<file path="config.mk">
export PLATFORM = sky130hd
export DESIGN_NAME = eth_tx_ctrl
export DESIGN_NICKNAME = d
export VERILOG_FILES = /design/src/rtl/eth_tx_ctrl_pkg.sv /design/src/rtl/eth_tx_ctrl_reg.sv /design/src/rtl/eth_tx_ctrl_seq.sv /design/src/rtl/eth_tx_ctrl_irq.sv /design/src/rtl/eth_tx_ctrl.sv
export SDC_FILE = /design/constraint.sdc
export NUM_CORES = 1
export LEC_CHECK = 0
export BUFFER_PORTS_ARGS = -buffer_cell sky130_fd_sc_hd__buf_2
export CORE_MARGIN = 2
export CORE_UTILIZATION = 39
export CTS_BUF_LIST = sky130_fd_sc_hd__clkbuf_4 sky130_fd_sc_hd__clkbuf_8 sky130_fd_sc_hd__clkbuf_16
export CTS_CLUSTER_SIZE = 40
export DETAILED_ROUTE_END_ITERATION = 16
export PLACE_DENSITY = 0.75
export SKIP_CTS_REPAIR_TIMING = 1
export SLEW_MARGIN = 0
export SYNTH_ARGS = -nofsm -noshare
export SYNTH_HDL_FRONTEND = slang
export SYNTH_SLANG_ARGS = --single-unit
</file>
<file path="constraint.sdc">
create_clock -name clk_i -period 2.35 [get_ports clk_i]
set_input_delay 0.1175 -clock clk_i [delete_from_list [all_inputs] [get_ports clk_i]]
set_output_delay 0.1175 -clock clk_i [all_outputs]
set_load 0.01 [all_outputs]
</file>
<file path="src/rtl/eth_tx_ctrl_pkg.sv">
package eth_tx_ctrl_pkg;
  localparam int DATA_W  = 32;
  localparam int N_EVT   = 7;   // six engine errors plus completion
  localparam int EVT_LSB = 8;

  typedef struct packed {
    logic [16:0] rsvd;
    logic        ie_comp;
    logic        ie_par;
    logic        ie_late;
    logic        ie_excol;
    logic        ie_ncarr;
    logic        ie_defer;
    logic        ie_under;
    logic        sqe;
    logic        pause;
    logic        no_def;
    logic        fast_bo;
    logic        no_crc;
    logic        no_pad;
    logic        halt;
    logic        en;
  } tx_ctrl_t;
endpackage

</file>
<file path="src/rtl/eth_tx_ctrl_reg.sv">
module eth_tx_ctrl_reg
  import eth_tx_ctrl_pkg::*;
(
  input  logic              clk_i,
  input  logic              rst_ni,
  input  logic              wr_i,
  input  logic [DATA_W-1:0] wdata_i,
  input  logic              ctl_done_i,
  output tx_ctrl_t          ctrl_o
);
  tx_ctrl_t wr_v, nxt;

  always_comb begin
    wr_v = tx_ctrl_t'(wdata_i);
    nxt  = ctrl_o;
    if (wr_i) begin
      nxt       = wr_v;
      // software can only set the pause request; set beats hardware clear
      nxt.pause = wr_v.pause | (ctrl_o.pause & ~ctl_done_i);
    end else if (ctl_done_i) begin
      nxt.pause = 1'b0;
    end
    nxt.rsvd = '0;
  end

  always_ff @(posedge clk_i or negedge rst_ni) begin
    if (!rst_ni) ctrl_o <= '0;
    else         ctrl_o <= nxt;
  end
endmodule

</file>
<file path="src/rtl/eth_tx_ctrl_seq.sv">
module eth_tx_ctrl_seq (
  input  logic clk_i,
  input  logic rst_ni,
  input  logic en_i,
  input  logic halt_i,
  input  logic pkt_start_i,
  input  logic pkt_done_i,
  input  logic pkt_drop_i,
  output logic go_o,
  output logic abort_o,
  output logic busy_o,
  output logic halted_o
);
  logic busy_q, busy_d, fin;

  assign fin    = pkt_done_i | pkt_drop_i;
  assign go_o   = en_i & ~halt_i;
  // start in the same cycle as a finish keeps the packet slot occupied
  assign busy_d = (busy_q & ~fin) | (pkt_start_i & go_o);

  always_ff @(posedge clk_i or negedge rst_ni) begin
    if (!rst_ni) busy_q <= 1'b0;
    else         busy_q <= busy_d;
  end

  assign busy_o   = busy_q;
  assign abort_o  = busy_q & ~en_i;
  assign halted_o = ~busy_q & ~go_o;
endmodule

</file>
<file path="src/rtl/eth_tx_ctrl_irq.sv">
module eth_tx_ctrl_irq #(
  parameter int N = 7
) (
  input  logic         clk_i,
  input  logic         rst_ni,
  input  logic [N-1:0] evt_i,
  input  logic         clr_i,
  input  logic [N-1:0] clr_bits_i,
  input  logic [N-1:0] mask_i,
  output logic [N-1:0] flags_o,
  output logic         irq_o
);
  for (genvar k = 0; k < N; k++) begin : g_flag
    always_ff @(posedge clk_i or negedge rst_ni) begin
      if (!rst_ni) flags_o[k] <= 1'b0;
      else         flags_o[k] <= evt_i[k] | (flags_o[k] & ~(clr_i & clr_bits_i[k]));
    end
  end

  assign irq_o = |(flags_o & mask_i);
endmodule

</file>
<file path="src/rtl/eth_tx_ctrl.sv">
module eth_tx_ctrl
  import eth_tx_ctrl_pkg::*;
#(
  parameter int              ADDR_W   = 8,
  parameter logic [ADDR_W-1:0] CTRL_OFS = 8'h08,
  parameter logic [ADDR_W-1:0] STAT_OFS = 8'h0C
) (
  input  logic              clk_i,
  input  logic              rst_ni,
  input  logic              wr_en_i,
  input  logic [ADDR_W-1:0] addr_i,
  input  logic [DATA_W-1:0] wdata_i,
  output logic [DATA_W-1:0] rdata_o,
  input  logic              pkt_start_i,
  input  logic              pkt_done_i,
  input  logic              pkt_drop_i,
  input  logic              ctl_done_i,
  input  logic [N_EVT-2:0]  evt_i,
  output logic              tx_go_o,
  output logic              tx_abort_o,
  output logic              busy_o,
  output logic              halted_o,
  output logic              pause_req_o,
  output logic              no_pad_o,
  output logic              no_crc_o,
  output logic              fast_bo_o,
  output logic              no_defer_o,
  output logic              sqe_test_o,
  output logic              irq_o
);
  localparam int EVT_MSB = EVT_LSB + N_EVT - 1;

  tx_ctrl_t         ctrl_q;
  logic             wr_ctrl, wr_stat;
  logic [N_EVT-1:0] evt_all, flags, mask;

  assign wr_ctrl = wr_en_i && (addr_i == CTRL_OFS);
  assign wr_stat = wr_en_i && (addr_i == STAT_OFS);

  eth_tx_ctrl_reg u_reg (
    .clk_i      (clk_i),
    .rst_ni     (rst_ni),
    .wr_i       (wr_ctrl),
    .wdata_i    (wdata_i),
    .ctl_done_i (ctl_done_i),
    .ctrl_o     (ctrl_q)
  );

  eth_tx_ctrl_seq u_seq (
    .clk_i       (clk_i),
    .rst_ni      (rst_ni),
    .en_i        (ctrl_q.en),
    .halt_i      (ctrl_q.halt),
    .pkt_start_i (pkt_start_i),
    .pkt_done_i  (pkt_done_i),
    .pkt_drop_i  (pkt_drop_i),
    .go_o        (tx_go_o),
    .abort_o     (tx_abort_o),
    .busy_o      (busy_o),
    .halted_o    (halted_o)
  );

  assign evt_all = {pkt_done_i | pkt_drop_i, evt_i};
  assign mask    = {ctrl_q.ie_comp, ctrl_q.ie_par, ctrl_q.ie_late, ctrl_q.ie_excol,
                    ctrl_q.ie_ncarr, ctrl_q.ie_defer, ctrl_q.ie_under};

  eth_tx_ctrl_irq #(.N(N_EVT)) u_irq (
    .clk_i      (clk_i),
    .rst_ni     (rst_ni),
    .evt_i      (evt_all),
    .clr_i      (wr_stat),
    .clr_bits_i (wdata_i[EVT_MSB:EVT_LSB]),
    .mask_i     (mask),
    .flags_o    (flags),
    .irq_o      (irq_o)
  );

  always_comb begin
    rdata_o = '0;
    if (addr_i == CTRL_OFS)      rdata_o = ctrl_q;
    else if (addr_i == STAT_OFS) rdata_o[EVT_MSB:EVT_LSB] = flags;
  end

  assign pause_req_o = ctrl_q.pause;
  assign no_pad_o    = ctrl_q.no_pad;
  assign no_crc_o    = ctrl_q.no_crc;
  assign fast_bo_o   = ctrl_q.fast_bo;
  assign no_defer_o  = ctrl_q.no_def;
  assign sqe_test_o  = ctrl_q.sqe;
endmodule

</file>
# After elaboration in Yosys (flattened, before gate mapping)

Index checks and enable logic that the tools add are counted.

Output and inout port bits: 43
Bits in registers: 23
Bits of input ports: 53

Eq/ne operators: 2
Multiplexer cells: 5
Reductions and logical operators: 4
Bitwise gates (word level): 44

Operators with widths:

| cell                 | count |
|---|---|
| $and A1 B1 Y1        | 20 |
| $eq A8 B4 Y1 const B | 2 |
| $mux W7              | 2 |
| $not A1 Y1           | 13 |
| $or A1 B1 Y1         | 10 |
| $mux W8              | 1 |
| $and A7 B7 Y7        | 1 |
| $reduce_or A7 Y1     | 1 |
| $logic_and A1 B1 Y1  | 2 |
| $mux W1              | 2 |
| $reduce_bool A2 Y1   | 1 |

# Depth between registers and ports, before layout

Word-level depth: 6
Mapped depth: 5
Depth with buffers taken out: 3

# Hierarchy

From an unflattened synthesis, not the netlist that was laid out.

Cell total of the unflattened synthesis: 164
Area, all modules: 1677.9 µm²

By module, submodules not included:

| module          | cells each | area an instance (µm²) | times used | seq. area each (µm²) |
|---|---|---|---|---|
| eth_tx_ctrl_reg | 52         | 742.0                  | 1          | 375.4 |
| eth_tx_ctrl     | 81         | 588.1                  | 1          | 0.0 |
| eth_tx_ctrl_irq | 25         | 284.0                  | 1          | 175.2 |
| eth_tx_ctrl_seq | 6          | 63.8                   | 1          | 25.0 |

# Least setup slack after synthesis

OpenSTA, ideal clock, no wires.

Path type: input to register
Start point: in addr_i[1]
End point: reg u_reg.ctrl_o[10] (netlist bit)
Arrival time: 1145 ps
Setup slack: 1079 ps
Stages on the path: 4
Path buffers: 1
Path through: nor3b_2 -> nand3_4 -> buf_6 -> mux2_4

Cells in the longest elaborated chain, start to end: 2

Ends and longest elaborated chain:

| item                 | RTL line              | RTL |
|---|---|---|
| from (decl)          | eth_tx_ctrl.sv:11     | `input logic [ADDR_W-1:0] addr_i,` |
| $eq A8 B4 Y1         | eth_tx_ctrl.sv:37     | `assign wr_ctrl = wr_en_i && (addr_i == CTRL_OFS);` |
| $logic_and A1 B1 Y1  | eth_tx_ctrl.sv:37     |  |
| to (signal assigned) | eth_tx_ctrl_reg.sv:28 | `else ctrl_o <= nxt;` |
| to (decl)            | eth_tx_ctrl_reg.sv:9  | `output tx_ctrl_t ctrl_o` |

Every way passes these cells.
A chain may end at the register's enable or synchronous reset.

# Final worst setup path

Start point: in addr_i[7]
End point: reg u_irq.flags_o[6]

Cells in the longest elaborated chain, start to end: 6

Ends and longest elaborated chain:

| item                            | RTL line              | RTL |
|---|---|---|
| $eq A8 B4 Y1                    | eth_tx_ctrl.sv:38     | `assign wr_stat = wr_en_i && (addr_i == STAT_OFS);` |
| $logic_and A1 B1 Y1             | eth_tx_ctrl.sv:38     |  |
| $and A1 B1 Y1                   | eth_tx_ctrl_irq.sv:16 | `else flags_o[k] <= evt_i[k] \| (flags_o[k] & ~(clr_i & clr_bits_i[k]));` |
| $not A1 Y1                      | eth_tx_ctrl_irq.sv:16 |  |
| $and A1 B1 Y1                   | eth_tx_ctrl_irq.sv:16 |  |
| $or A1 B1 Y1                    | eth_tx_ctrl_irq.sv:16 |  |
| to (signal, indexed assignment) | eth_tx_ctrl_irq.sv:16 |  |
| to (decl)                       | eth_tx_ctrl_irq.sv:10 | `output logic [N-1:0] flags_o,` |

Every way passes these cells.

==> impl_metrics.yaml <==
drt:
  vias: 1156
  firstDrtPassIters: 4
  drt.antenna.violating_nets: 0
  drt-initial-drc-count: 29
  wire_per_inst_um: 12.4
  drc_errors: 0
  wl_um: 3010
  vias_per_cell: 4.76
floorplanning:
  coreArea_um2: 3340
  die_w_um: 62.9
  initial_core_util: 0.405
  die_h_um: 62.9
  fp.dieArea_um2: 3950
  pin_count: 96
  num_rows: 21
cts:
  clk_latency_ns: 0.32
  cts.sinks: 23
  cts_tree: "yes"
  htree_levels: 1
  cts-root-buf: "clkbuf_4"
  clkTransAtPathRegs_ns: 0.13
  clock_path_buffers: 2
  numCtsBuffers: 3
timing:
  hold_ws_ns: 0.0186
  timing.final.ws_setup_ns: 0.703
  fmax_mhz: 607
  finalSetupViolations: 0
  maxSlewHeadroom: 0.556
  finalCriticalPeriod_ns: 1.65
  tns_ns: 0
  fin_crit_sh: 0.701
  slew_viol_final: 0
  hold_viol_final: 0
  max_slew.worst_pin.slew_ns: 0.666
  rsz0062_at_grt: "no"
  finClkSkew_ns: 0.000777
placed_design:
  dp_slack_ns: 0.826
  placed_area_um2: 1640
  place_inst: 228
  detailed_place_hpwl_um: 2120
  portBuffers: 61
  gp_congestion: 0.766
cells_and_area:
  final_cell_mix: "buf_2, dfrtp_1, conb_1"
  final_util: 0.531
  layout_commonest_cell: "buf_2"
  final_area_um2: 1770
  area_growth_pct: 31.2
  final_cells: 243
  final_nets: 251
  drive_gt1_frac: 0.442
  antenna_cells: 0
status:
  status: "completed"
worst_hold_path:
  hp-class: "in -> reg"
global_routing:
  grt_pass1_wl_um: 4690
  grt_usage: 0.148
  grt_pass1_vias: 997
  antenna_found_initial: 0
  grt_max_degree: 24
  overflow: 0
synthesis:
  ys_warn_count: 0
  synth_edf_count: 0
  synth_ff_type: "dfrtp_1"
  syn_area_per_cell_um2: 10.8
  synth_cells: 125
  yosysSeqAreaShare: 0.426
  synthArstFlopShare: 1.00
  synth_cell_types: 30
  synth_seq_cells: 23
  syn_area_um2: 1350
setup_path:
  endpoint_kind: "flop"
  cp.arrival_ns: 1.86
  worstSetupPathType: "in -> reg"
  path_max_fanout: 21
  cp.required_ns: 2.57
  setup.worst_path.start_class: "input pin"
power_and_ir_drop:
  leakagePower_nw: 0.895
  vdd_drop_max_uv: 199
  total_power_uw: 739
  power_density_nw_per_um2: 417
job:
  cap_violations: 0
==> power breakdown <==
part / total, mW / switching, mW / internal, mW
Sequential: 0.417 / 0.00933 / 0.408
Clock: 0.186 / 0.123 / 0.0637
Combinational: 0.135 / 0.0697 / 0.0656
==> cells by family after synthesis <==
group,count (synthesis),share of synthesized area
other,1,0.00278
DFF,23,0.426
AOI/OAI and AO/OA,19,0.0954
buffers and inverters,25,0.125
muxes,14,0.142
and+or+nand+nor,43,0.209
==> sequential cells by signal (all words and copies together) (netlist names) <==
signal / count
u_reg.ctrl_o: 15
u_irq.flags_o: 7
u_seq.busy_o: 1
==> per-layer routing <==
metal / routed length, µm / track usage
met1: 1380 / 0.215
met2: 1390 / 0.221
met3: 217 / 0.0342
met4: 30 / 0.0417
met5: 0 / 0
==> critical path, cell delays in order <==
cell and delay (ns):
buf_2 0.12, nor4_4 0.34, buf_4 0.29, nand4_1 0.13, a211o_1 0.32, dlygate4sd3_1 0.55
==> final cells by class <==
| class | instances | area (µm²) |
|---|---|---|
| multi-input combinational | 93 | 667 |
| clock buffer | 3 | 22.5 |
| timing repair buffer | 75 | 438 |
| clock inverter | 1 | 5.00 |
| sequential | 23 | 576 |
| inverter | 2 | 7.51 |
| tap | 46 | 57.6 |
| fill | 334 | 1560 |
==> Yosys cell counts (2+ instances only) <==
| library cell | number | share of area |
|---|---|---|
| a21o_1 | 6 | 0.033 |
| a21oi_1 | 7 | 0.026 |
| a22oi_1 | 2 | 0.011 |
| and2_1 | 7 | 0.032 |
| buf_2 | 3 | 0.011 |
| buf_4 | 17 | 0.094 |
| clkbuf_1 | 2 | 0.0056 |
| dfrtp_1 | 23 | 0.43 |
| inv_1 | 2 | 0.0056 |
| mux2_2 | 5 | 0.042 |
| mux2_4 | 9 | 0.10 |
| nand3_1 | 15 | 0.056 |
| nand4_1 | 7 | 0.032 |
| nor2_1 | 2 | 0.0056 |
| nor2b_1 | 3 | 0.014 |
==> worst paths after layout <==
check | slack, ns | endpoint | from | cells after the start
setup / recovery | 0.70 | u_irq.flags_o[6]$_DFF_PN0_ | addr_i[7] | 6
hold / removal | 0.02 | u_reg.ctrl_o[1]$_DFFE_PN0P_ | wdata_i[1] | 2
setup reg to reg | 1.01 | u_irq.flags_o[6]$_DFF_PN0_ | u_irq.flags_o[6]$_DFF_PN0_ | 2
hold reg to reg | 0.52 | u_irq.flags_o[3]$_DFF_PN0_ | u_irq.flags_o[3]$_DFF_PN0_ | 1
max in group asynchronous | 1.70 | u_reg.ctrl_o[8]$_DFFE_PN0P_ | rst_ni | 2
min in group asynchronous | 0.29 | u_reg.ctrl_o[13]$_DFFE_PN0P_ | rst_ni | 2
Note: power is estimated with default switching activity, not from simulation.
